## src/rtl/dpanel_scan_gen.sv

```systemverilog
module dpanel_scan_gen #(
  parameter int LINES    = 225,
  parameter int HCLKS    = 267,
  parameter int HST_OFS  = 4,
  parameter int EN_GAP   = 8,
  parameter int WIDE_BLK = 28
) (
  input  logic clk,
  input  logic rst_n,
  input  logic hsync,
  input  logic vsync,
  input  logic scan_right,
  input  logic scan_down,
  input  logic wide_mode,
  input  logic standby,
  output logic hstart,
  output logic hck_a,
  output logic hck_b,
  output logic vstart,
  output logic vck,
  output logic gate_en,
  output logic blank,
  output logic vid_pol,
  output logic dir_h,
  output logic dir_v,
  output logic stby_n
);
  localparam int TLIM = HST_OFS + 2*HCLKS + 2;
  localparam int TW   = $clog2(TLIM + 2) + 1;
  localparam int VW   = $clog2(LINES + 2) + 1;
  localparam logic [TW-1:0] T_MAX  = TW'(TLIM);
  localparam logic [TW-1:0] T_RUN  = TW'(2*HCLKS);
  localparam logic [TW-1:0] T_OFS  = TW'(HST_OFS);
  localparam logic [TW-1:0] T_GAP  = TW'(EN_GAP);
  localparam logic [VW-1:0] V_LAST = VW'(LINES);
  localparam logic [VW-1:0] V_IDLE = VW'(LINES + 1);
  localparam logic [VW-1:0] V_TOPB = VW'(WIDE_BLK);
  localparam logic [VW-1:0] V_BOTB = VW'(LINES - WIDE_BLK);

  logic [TW-1:0] t_q, t_n, st_n;
  logic [VW-1:0] vcnt_q, vcnt_n;
  logic odd_q, odd_n, ph_q, ph_n, in_win, act_n, vck_n;

  assign odd_n  = hsync ? ~odd_q : odd_q;
  assign t_n    = hsync ? '0 : (t_q == T_MAX) ? t_q : t_q + 1'b1;
  assign st_n   = T_OFS + {{(TW-1){1'b0}}, odd_n};
  assign in_win = (t_n >= st_n) && (t_n <= st_n + T_RUN);
  assign ph_n   = in_win & (t_n[0] ^ st_n[0]);

  assign vcnt_n = vsync ? '0 :
                  (hsync && vcnt_q != V_IDLE) ? vcnt_q + 1'b1 : vcnt_q;
  assign act_n  = (vcnt_n != '0) && (vcnt_n <= V_LAST);
  assign vck_n  = vsync ? 1'b0 : (hsync && act_n) ? ~vck_q : vck_q;

  logic vck_q;
  assign vck = vck_q;

  always_ff @(posedge clk or negedge rst_n) begin
    if (!rst_n) begin
      t_q     <= T_MAX;
      odd_q   <= 1'b0;
      ph_q    <= 1'b0;
      vcnt_q  <= V_IDLE;
      vck_q   <= 1'b0;
      hstart  <= 1'b0;
      hck_a   <= 1'b0;
      hck_b   <= 1'b1;
      vstart  <= 1'b0;
      gate_en <= 1'b1;
      blank   <= 1'b0;
      vid_pol <= 1'b0;
      dir_h   <= 1'b1;
      dir_v   <= 1'b1;
      stby_n  <= 1'b0;
    end else begin
      t_q     <= t_n;
      odd_q   <= odd_n;
      ph_q    <= ph_n;
      vcnt_q  <= vcnt_n;
      vck_q   <= vck_n;
      hstart  <= (t_n == st_n) || (t_n == st_n + 1'b1);
      hck_a   <= scan_right ? ph_n : ~ph_n;
      hck_b   <= scan_right ? ~ph_n : ph_n;
      vstart  <= (vcnt_n <= VW'(1));
      gate_en <= ~(act_n && (t_n < T_GAP));
      blank   <= wide_mode && act_n && ((vcnt_n <= V_TOPB) || (vcnt_n > V_BOTB));
      vid_pol <= odd_n;
      dir_h   <= scan_right;
      dir_v   <= scan_down;
      stby_n  <= ~standby;
    end
  end

  a_r2_hstart_held: assert property (@(posedge clk) disable iff (!rst_n)
    $rose(hstart) && !hsync |=> hstart);
  a_r2_hstart_ends: assert property (@(posedge clk) disable iff (!rst_n)
    hstart && $past(hstart) && !hsync |=> !hstart);
  a_r3_phase_runs: assert property (@(posedge clk) disable iff (!rst_n)
    hstart && !hsync |=> ph_q != $past(ph_q));
  a_r6_pol_flips: assert property (@(posedge clk) disable iff (!rst_n)
    hsync |=> vid_pol != $past(vid_pol));
  a_r7_frame_clear: assert property (@(posedge clk) disable iff (!rst_n)
    vsync |=> (vcnt_q == '0) && !vck);
  a_r8_vstart_window: assert property (@(posedge clk) disable iff (!rst_n)
    vstart |-> vcnt_q <= VW'(1));
  a_r9_gate_window: assert property (@(posedge clk) disable iff (!rst_n)
    !gate_en |-> t_q < T_GAP);
  a_r10_blank_active: assert property (@(posedge clk) disable iff (!rst_n)
    blank |-> (vcnt_q != '0) && (vcnt_q <= V_LAST));
endmodule

```

## config.mk

```make
export PLATFORM = sky130hd
export DESIGN_NAME = dpanel_scan_gen
export DESIGN_NICKNAME = d
export VERILOG_FILES = /design/src/rtl/dpanel_scan_gen.sv
export SDC_FILE = /design/constraint.sdc
export NUM_CORES = 1
export LEC_CHECK = 0
export BUFFER_PORTS_ARGS = -buffer_cell sky130_fd_sc_hd__buf_2
export CAP_MARGIN = 25
export CORE_ASPECT_RATIO = 1.5
export CORE_UTILIZATION = 62
export DETAILED_ROUTE_END_ITERATION = 10
export HOLD_SLACK_MARGIN = 0.1
export PLACE_DENSITY = 0.83
export SLEW_MARGIN = 15
export SYNTH_ARGS = -nofsm -noshare
export SYNTH_HDL_FRONTEND = slang
export SYNTH_SLANG_ARGS = --single-unit
```

## constraint.sdc

```tcl
create_clock -name clk -period 6.2 [get_ports clk]
set_input_delay 1.24 -clock clk [delete_from_list [all_inputs] [get_ports clk]]
set_output_delay 1.24 -clock clk [all_outputs]
set_load 0.02 [all_outputs]
```

; ---- Word level (Yosys, flattened, before mapping)
; Cells that the tools add are included.
[op_classes]
muxes = 9
eq_ne = 4
reduce_logical = 11
order_cmp = 7
addsub = 5
bitwise = 7
[op_table]
columns = cell, count
row1 = 11-bit 2-to-1 mux, 2
row2 = 9-bit 2-to-1 mux, 2
row3 = "11-bit by 1-bit adder with 11-bit output, second input constant", 1
row4 = "4-bit by 10-bit adder with 11-bit output, second input constant", 1
row5 = "11-bit by 10-bit == test with 1-bit output, second input constant", 1
row6 = 11-bit by 4-bit == test with 1-bit output, 1
row7 = 11-bit by 5-bit == test with 1-bit output, 1
row8 = 11-bit by 4-bit greater-or-equal comparator with 1-bit output, 1
row9 = 11-bit <= comparator, 1
row10 = "11-bit by 4-bit less-than comparator with 1-bit output, second input constant", 1
row11 = "9-bit by 1-bit adder with 9-bit output, second input constant", 1
row12 = "9-bit by 8-bit greater-than comparator with 1-bit output, second input constant", 1
row13 = "9-bit by 1-bit <= comparator with 1-bit output, second input constant", 1
row14 = "9-bit by 5-bit <= comparator with 1-bit output, second input constant", 1
row15 = "9-bit by 8-bit <= comparator with 1-bit output, second input constant", 1
row16 = "9-bit by 8-bit inequality test with 1-bit output, second input constant", 1
row17 = 9-bit nonzero test, 1
row18 = 1-bit logical AND, 7
row19 = "4-bit by 1-bit adder with 5-bit output, second input constant", 1
row20 = 1-bit 2-to-1 mux, 5
row21 = 1-bit inverter, 5
row22 = "3-bit by 1-bit adder with 4-bit output, first input constant", 1
row23 = 1-bit logical OR, 2
row24 = 2-bit nonzero test, 1
row25 = other kinds (2), 2
[word_totals]
wordCells = 56
reg_bits = 31
output_inout_bits = 11
input_bits = 8

; ---- Longest topological paths before layout
[logic_depth]
ltp_word = 9
mapped_depth = 14
depth_no_buf = 13

; ---- Worst setup path before layout
; Ideal clock, no wire load.
[synth_timing]
kind = in2reg
from = in hsync
to = reg vck_q, in the netlist vck
path_stages = 7
t_required_ns = 6.121
t_arrival_ns = 2.886
setup_time_ns = 0.079
path_slack_ns = 3.235
n_path_buf = 0
cell_sequence = nand4_2 or3_1 a21oi_2 or4b_1 o221a_2 nand2_1 mux2i_1
[synth_between]
elab_chain_cells = 7
word_cells_on_any_way = 8
cone_classes = order compare (1) / mux (2) / reduce/logical (5)
[synth_lines]
columns = element, line
row1 = "start, declared", 10  ; input logic hsync,
row2 = 1-bit logical AND *, 51  ; (hsync && vcnt_q != V_IDLE) ? vcnt_q + 1'b1 : vcnt_q;
row3 = 9-bit 2-to-1 mux *, 51
row4 = 9-bit 2-to-1 mux *, 50  ; assign vcnt_n = vsync ? '0 :
row5 = net vcnt_n[5], 41  ; logic [VW-1:0] vcnt_q, vcnt_n;
row6 = 9-bit by 8-bit <= comparator with 1-bit output / 9-bit nonzero test (equally long branches), 52  ; assign act_n = (vcnt_n != '0) && (vcnt_n <= V_LAST);
row7 = 1-bit logical AND *, 52
row8 = 1-bit logical AND *, 53  ; assign vck_n = vsync ? 1'b0 : (hsync && act_n) ? ~vck_q : vck_q;
row9 = 2-bit nonzero test (no source line) *, -
row10 = "end signal, assigned", 80  ; vck_q <= vck_n;
row11 = "end, declared", 55  ; logic vck_q;
; The timed path passes the listed nets; every way through them passes the cells marked *.
; A chain may end at the register's enable or synchronous reset.

; ---- Worst setup path after layout
; Ends and elaborated chain as after synthesis.

==> impl_summary.md <==
Run status
The flow ran to the end, and the final reports show no timing, DRC or antenna violations.

Synth
After synthesis, the largest area contributor takes up 25.80% of total cell area. In the synthesized netlist the dominant register cell turns out to be dfrtp_1. Synthesis inferred 31 register bits. The mean area per synthesized cell is 10.18 µm². The fraction of registers with async set or reset after synthesis is 100.0%. The number of standard cells after synthesis is 181. The number of flops mapped to enable cells by yosys is 0.

When the netlist entered floorplanning its net count stood at between 150 and 200. In this run, distinct cell masters in the synthesized netlist total 60. Sorting the synthesized cells by area gives the leading types as dfrtp_1 26%, dfstp_2 17%, xnor2_1 4.8%. The cell area that synthesis handed to floorplanning was 1843 µm². The total number of yosys warnings is 0.

The part of the Yosys area used for sequential elements is 42.91%. The library cell occupying the most area in the post-synthesis netlist is dfrtp_1.

Drt
Dividing the detail-routed via count by the number of cells gives 6.017. For this run, design rule violations remaining after detail routing come to 0. For this block, the initial DRC count from the detailed router was 57.

The wire length per cell after detailed routing is 16.15 µm. The first detailed-routing pass took 4 iterations. The overall routed net length is 3.827 mm. Once detail routing completed, the nets flagged for antenna violations numbered 0. The overall via count from detail_route is 1426.

Clock network
The number of setup buffers added after CTS is 0. TritonCTS built the clock tree. Counting the buffers created by CTS gives 5. After clock tree synthesis, the clock-pin slew on the worst setup and hold paths is 0.06 ns.

Clock latency on the worst-skew pair, taken at its later pin, is 0.28 ns. The H-tree was split into 2 levels. Clock tree synthesis selected as its root buffer the cell clkbuf_8. The number of gates resized after cts is 0. The number of sinks on the clock net is 31.

After clock tree synthesis, the flow added hold-fix buffers numbering 0. The clock passes through at most 2 buffers.

Cells and area
The area added between synthesis and finish is 8.961%. The number of diodes added for antenna fixing is 0. After routing the design area is 2008 µm². Cells with a size suffix above 1 make up about a quarter of the layout. The number of nets in the layout is between 200 and 250.

Timing
The post-route clock skew is 0.002697 ns. Measured against its own limit, the worst slew margin works out to 55.67%. Setup repair after global routing left no endpoint under its margin.

The final critical path takes up 53.73% of the cycle. Subtracting the final worst setup slack from the clock period gives approximately 3.3 ns. The number of max-slew violations in the final report is 0. The setup TNS after final layout is 0 ns. The final critical-path setup slack is 2.869 ns.

Static timing analysis puts the maximum clock frequency at 300.2 MHz. The final number of setup-violating endpoints is 0. The number of failing hold endpoints at the final stage is 0.

For the pin with the worst max-slew slack, the measured transition is around 0.67 ns.

Place
Buffers placed on the I/O ports in this run total 18. In this run the cell area measured after placement is 1927 µm². Before CTS, the worst setup slack after placement is ~2.6 ns. At the end of routability-driven placement, the weighted congestion stood at 0.9110. The half-perimeter wire length after detailed placement is between 2 and 3 mm.

Job
The tool flagged a number of max-cap violations equal to 0.

Setup path
The kind of end point of the critical path is a register. The data arrival time of the critical path is between 3 and 4 ns. The count of cells along the worst register-to-register path is 11. The worst setup path is launched from an input pin.

The start-to-end type of the worst setup path is input pin to register. STA puts the critical path data required time at 6.40 ns. Of all nets on the critical path, the largest fanout is 24.

Floorplan
Pin placement for this block handled 19 I/O pins. The die covers 3199 µm². The die outline width is 46.52 µm. The area inside the core boundary is 2734 µm². The number of placement rows is 23.

For this configuration, the core starts out at a cell density of 67.41%. The floorplan step set the die height to a little under 70 µm.

Hold path
The cell depth of the worst min-delay path is 1. The tightest min-delay check is of the register to register type.

Power and ir drop
The power density of the placed cells is around 230 nW/µm². IR analysis of the VDD net gives a maximum drop of between 0.15 and 0.2 mV. The cell leakage power is ~0.9 nW.

Global routing
The number of antenna violations at the first check in global routing is 0. For this run, the total global-route usage over all layers was measured as 28.50%. Entering global routing, the biggest net connects 32 pins. The via count of the first global-routing pass is 1389. The first-pass GRT wire length is approximately 6.3 mm.

The remaining global-route overflow is 0.
stage by stage:
stage	hold slack, ns	instances	power (mW)	util [%]
after global routing	0.5210	237	0.4858	73.46
after global placement	0.4697	229	0.3112	70.48
final	0.5103	237	0.4605	73.46
after detailed placement	0.5001	229	0.3144	70.48
after CTS	0.5113	237	0.4668	73.46
after floorplan	0.5265	181	0.2905	-
flip-flops by register name (all words and copies together), names as in the netlist:
name / flops
t_q: 11
vcnt_q: 9
blank: 1
dir_h: 1
dir_v: 1
gate_en: 1
hck_a: 1
hck_b: 1
hstart: 1
stby_n: 1
vck: 1
vid_pol: 1
vstart: 1
worst max-delay path, stage by stage:
cell	delay [ns]
buf_2	0.36
nand4_2	0.25
or3_1	0.41
a21oi_2	0.21
or4b_1	0.46
o221a_2	0.30
nand2_1	0.09
mux2i_1	0.20
logic make-up after synthesis:
| group | count (synthesis) | share of synthesized area (%) |
|---|---|---|
| adder cells (fa/ha/maj) | 5 | 3.394 |
| AND/OR/NAND/NOR | 75 | 24.78 |
| buffers and inverters | 19 | 5.295 |
| multiplexers | 3 | 1.697 |
| XOR/XNOR | 18 | 8.554 |
| AO/OA/AOI/OAI | 30 | 13.38 |
| flip-flops | 31 | 42.91 |
cells in the final DEF (no fill, tap or decap), drive strengths merged, types with 6 or more instances in the layout:
cell type	n
dfrtp	19
nor3	12
nand2	13
clkbuf	7
inv	12
nand4	6
nor2	15
dfstp	12
xnor2	10
xor2	8
buf	18
final timing paths:
kind	to	start	slack, ns
hold / removal	vid_pol	vid_pol	0.51
setup / recovery	vck	hsync	2.87
min in group asynchronous	vstart	rst_n	0.99
max in group asynchronous	vcnt_q[4]	rst_n	4.77
setup reg to reg	hck_a	t_q[0]	3.51
hold reg to reg	vid_pol	vid_pol	0.51
cell usage after synthesis (all sizes together), types with 3 or more instances:
master,count
nand2,13
nor4,4
nor2,15
inv,12
and2,3
nand4,6
clkbuf,3
xor2,8
nand3,4
a21oi,3
o21ai,5
nor3,12
a31oi,3
xnor2,10
buf,4
dfrtp,19
ha,5
and3,4
dfstp,12
metal layers:
metal / part of all wire (%) / routed length, µm / global-route usage, % / vias to the layer above
li1: - / - / - / 686
met1: 37 / 1413 / 28.72 / 704
met2: 57 / 2197 / 49.83 / 21
met3: 2.0 / 76 / 7.292 / 15
met4: 3.7 / 140 / 18.01 / 0
met5: 0 / 0 / 0 / -
layout make-up:
class / count / area, µm²
multi-input cells: 131 / 954.7
clock inverters: 1 / 5.005
clock buffers: 7 / 76.32
inverters: 12 / 45.04
fillers: 202 / 725.7
flip-flops and latches: 31 / 790.8
repair buffers: 18 / 90.09
well taps: 37 / 46.29
report_power, final:
group	switching, mW	total [mW]	internal [mW]
Clock	0.0703	0.149	0.0785
Combinational	0.0501	0.0835	0.0335
Sequential	0.0109	0.228	0.217
Total	0.131	0.461	0.329
No activity file was read; power rests on OpenSTA's default activity.
